File: src/rtl/ser_rx_pkg.sv
package ser_rx_pkg;
  localparam int CTRL_W = 10;

  typedef struct packed {
    logic       bu;
    logic       sc;
    logic       oc;
    logic [2:0] fc;
    logic       dt;
    logic [2:0] port;
  } ctrl_t;
endpackage

File: src/rtl/ser_rx_sync.sv
module ser_rx_sync #(
  parameter int W      = 3,
  parameter int STAGES = 2
) (
  input  logic         clk,
  input  logic         rst_n,
  input  logic [W-1:0] d,
  output logic [W-1:0] q
);
  logic [W-1:0] st [STAGES];

  for (genvar g = 0; g < STAGES; g++) begin : g_stage
    always_ff @(posedge clk) begin
      if (!rst_n) st[g] <= '0;
      else if (g == 0) st[g] <= d;
      else st[g] <= st[(g == 0) ? 0 : g-1];
    end
  end

  assign q = st[STAGES-1];
endmodule

File: src/rtl/ser_rx_shifter.sv
module ser_rx_shifter #(
  parameter int             ADDR_W     = 8,
  parameter logic [ADDR_W-1:0] DEV_ADDR = 8'hA2,
  parameter int             FRAME_BITS = 72,
  parameter int             CNT_W      = 8
) (
  input  logic                  clk,
  input  logic                  rst_n,
  input  logic                  ce,
  input  logic                  sck,
  input  logic                  sd,
  output logic [FRAME_BITS-1:0] frame,
  output logic [CNT_W-1:0]      bit_cnt,
  output logic                  ce_fall,
  output logic                  frame_valid
);
  localparam int              IDX_W   = $clog2(FRAME_BITS);
  localparam logic [CNT_W-1:0] CNT_MAX = '1;
  localparam logic [CNT_W-1:0] CNT_LIM = CNT_W'(FRAME_BITS);

  logic              ce_d, sck_d, active;
  logic [ADDR_W-1:0] addr_sr;
  logic              ce_rise, sck_rise;

  assign ce_rise     = ce & ~ce_d;
  assign ce_fall     = ~ce & ce_d;
  assign sck_rise    = sck & ~sck_d;
  assign frame_valid = ce_fall & active;

  always_ff @(posedge clk) begin
    if (!rst_n) begin
      ce_d    <= 1'b0;
      sck_d   <= 1'b0;
      active  <= 1'b0;
      addr_sr <= '0;
      bit_cnt <= '0;
      frame   <= '0;
    end else begin
      ce_d  <= ce;
      sck_d <= sck;
      if (ce_rise) begin
        active  <= (addr_sr == DEV_ADDR);
        addr_sr <= '0;
        bit_cnt <= '0;
      end else if (ce_fall) begin
        active <= 1'b0;
      end else if (sck_rise) begin
        if (!ce) begin
          addr_sr <= {sd, addr_sr[ADDR_W-1:1]};
        end else if (active && bit_cnt != CNT_MAX) begin
          if (bit_cnt < CNT_LIM) frame[bit_cnt[IDX_W-1:0]] <= sd;
          bit_cnt <= bit_cnt + 1'b1;
        end
      end
    end
  end
endmodule

File: src/rtl/ser_rx_commit.sv
module ser_rx_commit
  import ser_rx_pkg::*;
#(
  parameter int BANK_BITS = 54,
  parameter int NORM_BITS = 72,
  parameter int LEG_BITS  = 56,
  parameter int CNT_W     = 8
) (
  input  logic                   clk,
  input  logic                   rst_n,
  input  logic                   frame_valid,
  input  logic [NORM_BITS-1:0]   frame,
  input  logic [CNT_W-1:0]       bit_cnt,
  output logic [2*BANK_BITS-1:0] disp_q,
  output ctrl_t                  ctrl_q,
  output logic                   legacy_q
);
  localparam int CTRL_LO  = BANK_BITS + 7;
  localparam int DIR_N    = NORM_BITS - 1;
  localparam int DIR_L    = LEG_BITS - 1;
  localparam int LEG_DT   = LEG_BITS - 3;
  localparam int GAP_S    = 23;
  localparam int GAP_H    = 46;
  localparam int LEG_KEEP = BANK_BITS - 2;
  localparam logic [CNT_W-1:0] N_CNT = CNT_W'(NORM_BITS);
  localparam logic [CNT_W-1:0] L_CNT = CNT_W'(LEG_BITS);

  logic [BANK_BITS-1:0] leg_static, leg_half, leg_second;

  for (genvar g = 0; g < BANK_BITS; g++) begin : g_map
    if (g < GAP_S)       begin : g_s_lo assign leg_static[g] = frame[g];   end
    else if (g == GAP_S) begin : g_s_gp assign leg_static[g] = 1'b0;       end
    else                 begin : g_s_hi assign leg_static[g] = frame[g-1]; end

    if (g < GAP_H)          begin : g_h_lo assign leg_half[g] = frame[g];   end
    else if (g < GAP_H + 2) begin : g_h_gp assign leg_half[g] = 1'b0;       end
    else                    begin : g_h_hi assign leg_half[g] = frame[g-2]; end

    if (g < LEG_KEEP) begin : g_2_lo assign leg_second[g] = frame[g]; end
    else              begin : g_2_hi assign leg_second[g] = 1'b0;     end
  end

  always_ff @(posedge clk) begin
    if (!rst_n) begin
      disp_q   <= '0;
      ctrl_q   <= '0;
      legacy_q <= 1'b0;
    end else if (frame_valid) begin
      if (bit_cnt == N_CNT) begin
        if (!frame[DIR_N]) begin
          disp_q[BANK_BITS-1:0] <= frame[BANK_BITS-1:0];
          ctrl_q   <= ctrl_t'(frame[CTRL_LO +: CTRL_W]);
          legacy_q <= 1'b0;
        end else begin
          disp_q[2*BANK_BITS-1:BANK_BITS] <= frame[BANK_BITS-1:0];
        end
      end else if (bit_cnt == L_CNT) begin
        if (!frame[DIR_L]) begin
          disp_q[BANK_BITS-1:0] <= frame[LEG_DT] ? leg_half : leg_static;
          ctrl_q    <= '0;
          ctrl_q.dt <= frame[LEG_DT];
          legacy_q  <= 1'b1;
        end else begin
          disp_q[2*BANK_BITS-1:BANK_BITS] <= leg_second;
        end
      end
    end
  end
endmodule

File: src/rtl/ser_frame_rx.sv
module ser_frame_rx
  import ser_rx_pkg::*;
#(
  parameter int         SYNC_STAGES = 2,
  parameter int         BANK_BITS   = 54,
  parameter int         NORM_BITS   = 72,
  parameter int         LEG_BITS    = 56,
  parameter logic [7:0] DEV_ADDR    = 8'hA2
) (
  input  logic                   clk,
  input  logic                   rst_n,
  input  logic                   ce_in,
  input  logic                   sclk_in,
  input  logic                   sdat_in,
  output logic [2*BANK_BITS-1:0] disp_bits,
  output logic [2:0]             ports_sel,
  output logic                   duty_half,
  output logic [2:0]             frame_div_sel,
  output logic                   ext_clk_mode,
  output logic                   seg_off,
  output logic                   power_save,
  output logic                   legacy_mode
);
  localparam int CNT_W = $clog2(NORM_BITS) + 1;

  logic [2:0]           sync_q;
  logic [NORM_BITS-1:0] frame;
  logic [CNT_W-1:0]     bit_cnt;
  logic                 ce_fall, frame_valid;
  ctrl_t                ctrl_q;

  ser_rx_sync #(.W(3), .STAGES(SYNC_STAGES)) u_sync (
    .clk(clk), .rst_n(rst_n),
    .d({ce_in, sclk_in, sdat_in}), .q(sync_q)
  );

  ser_rx_shifter #(
    .ADDR_W(8), .DEV_ADDR(DEV_ADDR), .FRAME_BITS(NORM_BITS), .CNT_W(CNT_W)
  ) u_shift (
    .clk(clk), .rst_n(rst_n),
    .ce(sync_q[2]), .sck(sync_q[1]), .sd(sync_q[0]),
    .frame(frame), .bit_cnt(bit_cnt),
    .ce_fall(ce_fall), .frame_valid(frame_valid)
  );

  ser_rx_commit #(
    .BANK_BITS(BANK_BITS), .NORM_BITS(NORM_BITS), .LEG_BITS(LEG_BITS), .CNT_W(CNT_W)
  ) u_commit (
    .clk(clk), .rst_n(rst_n),
    .frame_valid(frame_valid), .frame(frame), .bit_cnt(bit_cnt),
    .disp_q(disp_bits), .ctrl_q(ctrl_q), .legacy_q(legacy_mode)
  );

  assign ports_sel     = ctrl_q.port;
  assign duty_half     = ctrl_q.dt;
  assign frame_div_sel = ctrl_q.fc;
  assign ext_clk_mode  = ctrl_q.oc;
  assign seg_off       = ctrl_q.sc;
  assign power_save    = ctrl_q.bu;
endmodule

File: config.mk
export PLATFORM = sky130hd
export DESIGN_NAME = ser_frame_rx
export DESIGN_NICKNAME = d
export VERILOG_FILES = /design/src/rtl/ser_rx_pkg.sv /design/src/rtl/ser_rx_sync.sv /design/src/rtl/ser_rx_shifter.sv /design/src/rtl/ser_rx_commit.sv /design/src/rtl/ser_frame_rx.sv
export SDC_FILE = /design/constraint.sdc
export NUM_CORES = 1
export LEC_CHECK = 0
export BUFFER_PORTS_ARGS = -buffer_cell sky130_fd_sc_hd__buf_2
export CORE_MARGIN = 2
export CORE_UTILIZATION = 25
export CTS_CLUSTER_SIZE = 25
export DETAILED_ROUTE_END_ITERATION = 7
export PLACE_DENSITY = 0.5
export REMOVE_ABC_BUFFERS = 1
export SKIP_CTS_REPAIR_TIMING = 1
export SYNTH_ARGS = -nofsm -noshare
export SYNTH_HDL_FRONTEND = slang
export SYNTH_SLANG_ARGS = --single-unit
File: constraint.sdc
create_clock -name clk -period 3.2 [get_ports clk]
set_input_delay 0 -clock clk [delete_from_list [all_inputs] [get_ports clk]]
set_output_delay 0 -clock clk [all_outputs]
set_load 0.02 [all_outputs]
==> flow_summary.toml, run 1 <==
[timing]
finalWorstSetupSlack_ps = 834
hold_slack_ps = 180
post-route-period-util = 0.739
timing.setup.tns_ps = 0
clock_skew_ps = 25.6
setup_viol = 0
max_freq_mhz = 423
rsz0062_at_grt = "false"
worst_pin_slew_ps = 983
slew_headroom = 0.345
slew_violations = 0
min_period_ps = 2370
hold_viol = 0

[placed_design]
dp_cells = 1488
dpl-instance-area_um2 = 9880
io_buffers = 123
dp_hpwl_mm = 18.4
routabilityCongestion = 0.820
preCtsSetupSlack_ps = 825

[synth]
synth_area_leader_cell = "dfxtp_1"
synth_cell_types = 54
synth_cells = 976
synth_top_area_share = 0.475
syn_area_um2 = 8850
synthArstFlopShare = 0
synth.most_common_cell = "dfxtp_1"
synth_enable_flop_cells = 0
syn_avg_cell_area_um2 = 9.07
ys_seq_area_frac = 0.475
synth_flop_cell = "dfxtp_1"
ys_seq_elements = 210
yosysWarnings = 0
synth_common_cells = "210 x dfxtp_1, 192 x nand2_1, 114 x mux2i_1"
synth.area.top_cells = "dfxtp_1 47%, mux2i_1 13%, nand2_1 8.1%, a21oi_1 2.9%, nand3_1 2.9%"

[power]
p_leak_nw = 3.98
vdd_ir_drop_max_mv = 0.354
power_mw = 5.88
power.density_nw_per_um2 = 543

[cts]
clk_pin_slew_worst_paths_ps = 60
cts_inserted_buffers = 24
cts_root_buffer = "clkbuf_16"
cts.sink_count = 210
clockBufferDepth = 3
cts_tree = "yes"
htree_levels = 1
clkLatencyLatePin_ps = 530

[finish]
n_fill_cell = 3717
design_area_um2 = 10800
drive_above_1_share = 0.206
area_growth_pct = 22.4
diodes = 0
post_layout_nonfiller_instances = 1535
utilization = 0.312
nNetsFinal = 1072

[global_route]
grt_pass1_wl_mm = 42.5
grt_overflow = 0
groute.usage.overall = 0.146
grt_pass1_vias = 7113
grt_max_degree = 89
antenna_found_initial = 0

[drt]
antenna_left = 0
drt_iter0_drc = 497
drc = 0
wl_per_cell_um = 18.0
drt-total-wl_mm = 27.7
drt_first_pass_iters = 5
vias = 7559
via_per_inst = 4.92

[worst_setup_path]
crit_type = "flop to flop"
required_ps = 3640
worstPathArrival_ps = 2810
endpoint_kind = "flop"
crit_fanout = 8
cp-start-kind = "flop"

[floorplan]
die_h_um = 192
die-area_um2 = 36900
pin_count = 124
coreArea_um2 = 34700
rows = 68
start_util = 0.255
die_x_um = 192

[outcome]
status = "complete, no violations"

[hold_path]
hp-class = "primary input to flop"

[job]
max_cap_violations = 0
placed cells by master (no fill, tap or decap), drive strengths merged, types with 5 or more instances in the layout:
master,n
dfxtp,210
nand2,192
buf,150
mux2i,114
nand3,52
a21oi,52
nor3,39
clkbuf,27
o21ai,24
o31ai,24
a31oi,20
nor2,16
nand4,14
o211ai,13
or4,11
nor4,11
and2,9
clkinv,9
o41ai,7
bufinv,7
o311ai,6
a311oi,6
inv,6
mux2,5
o221ai,5
ha,5
flip-flops by register name (all words and copies together), names as in the netlist:
register and flops:
u_commit.ctrl_q 10, u_commit.disp_q 108, u_commit.legacy_q 1, u_shift.active 1, u_shift.addr_sr 8, u_shift.bit_cnt 8
u_shift.ce_d 1, u_shift.frame 66, u_shift.sck_d 1, u_sync.st 6
report_power, final:
group,total (mW),leakage (nW),switching (mW),internal (mW)
Sequential,2.62,1.69,0.00270,2.62
Clock,3.18,0.457,1.16,2.02
Combinational,0.0814,1.83,0.0642,0.0172
Total,5.88,3.98,1.23,4.65
layout make-up:
type / count / area [um2] / area share
multi-input cells: 667 / 4240 / 0.391
flip-flops and latches: 210 / 4200 / 0.388
repair buffers: 153 / 876 / 0.0808
clock buffers: 27 / 642 / 0.0592
well taps: 455 / 569 / 0.0525
clock inverters: 17 / 284 / 0.0262
inverters: 6 / 22.5 / 0.00208
logic make-up (layout without fill, tap and decap cells):
family                   count (synthesis)  count (layout)  share of synthesized area
AO/OA/AOI/OAI                          163             163                      0.118
adder cells (fa/ha/maj)                  5               5                    0.00707
flip-flops                             210             210                      0.475
multiplexers                           119             119                      0.135
AND/OR/NAND/NOR                        377             377                      0.213
XOR/XNOR                                 3               3                    0.00297
buffers and inverters                   99             203                     0.0495
metal layers:
| layer | wire length, um | GRT usage |
|---|---|---|
| met5 | 0 | 0 |
| met1 | 13300 | 0.214 |
| met4 | 379 | 0.0244 |
| met2 | 12400 | 0.228 |
| met3 | 1570 | 0.0239 |
final timing paths:
path / start / to / slack (ps) / cells past startpoint
max: u_sync.st[1][2]$_SDFF_PN0_ / u_shift.frame[0]$_SDFFE_PN0P_ / 830 / 6
min: rst_n / u_commit.disp_q[45]$_SDFFE_PN0P_ / 180 / 4
max reg2reg: u_sync.st[1][2]$_SDFF_PN0_ / u_shift.frame[0]$_SDFFE_PN0P_ / 830 / 6
min reg2reg: u_sync.st[0][0]$_SDFF_PN0_ / u_sync.st[1][0]$_SDFF_PN0_ / 440 / 1
worst max-delay path, cell delays in order (launching register included):
cell and delay (ps):
dfxtp_1 420, inv_1 110, ha_1 240, nand3b_4 200
or4_1 750, nor4_2 350, mux2i_1 230
Note: power is estimated with default switching activity, not from simulation.
==> run 2: changes to the inputs <==
clock period = 2.4 ns   (was 3.2 ns; I/O delays follow)
==> run 2 against run 1 <==
Effect of this change:
- register-to-register slack worse by 700 ps
- clock-buffer cell count up 10
- first-iteration DRC count is 15% lower
- combinational power up 47%
- cell area increased by 1.3%
- non-clock buffer count rose by 18
- clock skew is 17 ps lower
- sequential share of layout area down 0.49 points
- hold slack improved by 250 ps
- global-route usage grew 0.57 points
- die area did not move
- largest cell class unchanged
- largest power group unchanged
==> flow_summary.toml, run 2 (synthesized netlist as in run 1, its figures left out) <==
[outcome]
status = "complete, no violations"

[global_route]
antenna_found_initial = 0
grt_pass1_vias = 7397
grt_max_degree = 86
groute.usage.overall = 0.152
grt_pass1_wl_mm = 44.0
grt_overflow = 0

[finish]
design_area_um2 = 11000
multi_input_area_um2 = 4240
n_fill_cell = 3726
final_common_cell = "dfxtp_1"
top_register = "u_commit.disp_q"
layout_common_cells = "210 x dfxtp_1, 191 x nand2_1, 122 x buf_2"
nNetsFinal = 1090
regArea_um2 = 4200
largest_reg_flops = 108
drive_above_1_share = 0.208
area_growth_pct = 23.9
top_regs = "u_commit.disp_q: 108 flops, u_shift.frame: 66 flops, u_commit.ctrl_q: 10 flops"
diodes = 0
utilization = 0.316

[drt]
top_layer_used = "met4"
drt_first_pass_iters = 5
wl_per_cell_um = 18.3
via_per_inst = 4.91
drt-total-wl_mm = 28.3
antenna_left = 0
drc = 0
vias = 7604
drt_iter0_drc = 424
route.met2.wl_mm = 13.0
wl_met3_mm = 1.44
met1_length_mm = 13.4

[timing]
timing.setup.tns_ps = 0
setup_viol = 0
max_freq_mhz = 442
hold_slack_ps = 433
hold_viol = 0
min_period_ps = 2260
slew_headroom = 0.563
slew_violations = 0
clock_skew_ps = 8.47
worst_pin_slew_ps = 654
rsz0062_at_grt = "false"
post-route-period-util = 0.943

[cts]
clk_pin_slew_worst_paths_ps = 60
clockBufferDepth = 3
htree_levels = 1
cts_tree = "yes"
cts.sink_count = 210
clkLatencyLatePin_ps = 520
cts_root_buffer = "clkbuf_16"
cts_inserted_buffers = 24

[hold_path]
hp-start = "u_sync.st[0][1]$_SDFF_PN0_"
whs_path_depth = 1
hp-class = "flop to flop"
hold_end = "u_sync.st[1][1]$_SDFF_PN0_"

[worst_setup_path]
crit_top_cell = "or4_1"
cp-start-kind = "flop"
rr_worst_depth = 6
timing.rr.end = "u_shift.bit_cnt[7]$_SDFFE_PP0P_"
path_buf_inv = 1
crit_type = "flop to flop"
crit_fanout = 6
max_stage_delay_ps = 580
worstPathArrival_ps = 2700
crit_path_top_delay_cell = "or4_1"
critical-path-top-delay-family = "simple AND/OR/NAND/NOR gates"
reg2reg_slack_ps = 140
r2r-start = "u_sync.st[1][2]$_SDFF_PN0_"
endpoint_kind = "flop"
required_ps = 2840
crit_path_cell_trace = "inv_1 > ha_1 > nand3b_4 > or4_1 > or4_1 > a21oi_1"

[power]
p_leak_nw = 4.05
power_mw = 7.49
power.density_nw_per_um2 = 682
vdd_ir_drop_max_mv = 0.428

[floorplan]
die_h_um = 192
coreArea_um2 = 34700
die_x_um = 192
start_util = 0.255
pin_count = 124
rows = 68
die-area_um2 = 36900

[placed_design]
io_buffers = 123
routabilityCongestion = 0.823
dp_hpwl_mm = 18.4
dpl-instance-area_um2 = 10100

[job]
max_cap_violations = 0
==> run 2: area by class of cell <==
type	count	share of cell area
clock buffer	37	0.0675
clock inverter	3	0.00821
inverter	6	0.00205
multi-input combinational	667	0.386
sequential	210	0.383
tap	455	0.0519
timing repair buffer	171	0.101
==> run 2: how the worst max path moves through the flow <==
stage / start / to / slack, ps / cells past startpoint
final: u_sync.st[1][2]$_SDFF_PN0_ / u_shift.bit_cnt[7]$_SDFFE_PP0P_ / 140 / 6
after global routing: u_sync.st[1][2]$_SDFF_PN0_ / u_shift.frame[32]$_SDFFE_PN0P_ / 10 / 7
after CTS: u_sync.st[1][2]$_SDFF_PN0_ / u_shift.frame[32]$_SDFFE_PN0P_ / 140 / 7
after detailed placement: u_sync.st[1][2]$_SDFF_PN0_ / u_shift.frame[41]$_SDFFE_PN0P_ / 170 / 7
after global placement: u_sync.st[1][2]$_SDFF_PN0_ / u_shift.frame[41]$_SDFFE_PN0P_ / 200 / 7
after floorplan: u_shift.bit_cnt[7]$_SDFFE_PP0P_ / u_commit.disp_q[100]$_SDFFE_PN0P_ / -3100 / 4
==> run 2: worst reg2reg max path: cells and delay by family, from the launching register on <==
| family | cells | cell delay (ps) |
|---|---|---|
| flops | 1 | 430 |
| buf+inv | 1 | 110 |
| compound gates | 1 | 140 |
| fa+ha+maj | 1 | 230 |
| simple gates | 3 | 1270 |
==> run 2: stage by stage <==
step / setup WS, ps / instances
floorplan: -3100 / 883
global placement: 202 / 1502
detailed placement: 174 / 1502
CTS: 143 / 1542
global route: 13.8 / 1549
finish: 136 / 1549
==> run 2: report_power, final <==
group	switching (mW)	internal (mW)	total (mW)
clock network	1.45	2.42	3.87
logic	0.0901	0.0301	0.120
registers	0.00372	3.49	3.50
==> run 2: layer usage <==
| metal | up-vias | global-route usage |
|---|---|---|
| li1 | 3685 | - |
| met3 | 41 | 0.0245 |
| met2 | 186 | 0.244 |
| met4 | 0 | 0.0317 |
| met5 | - | 0 |
| met1 | 3692 | 0.214 |
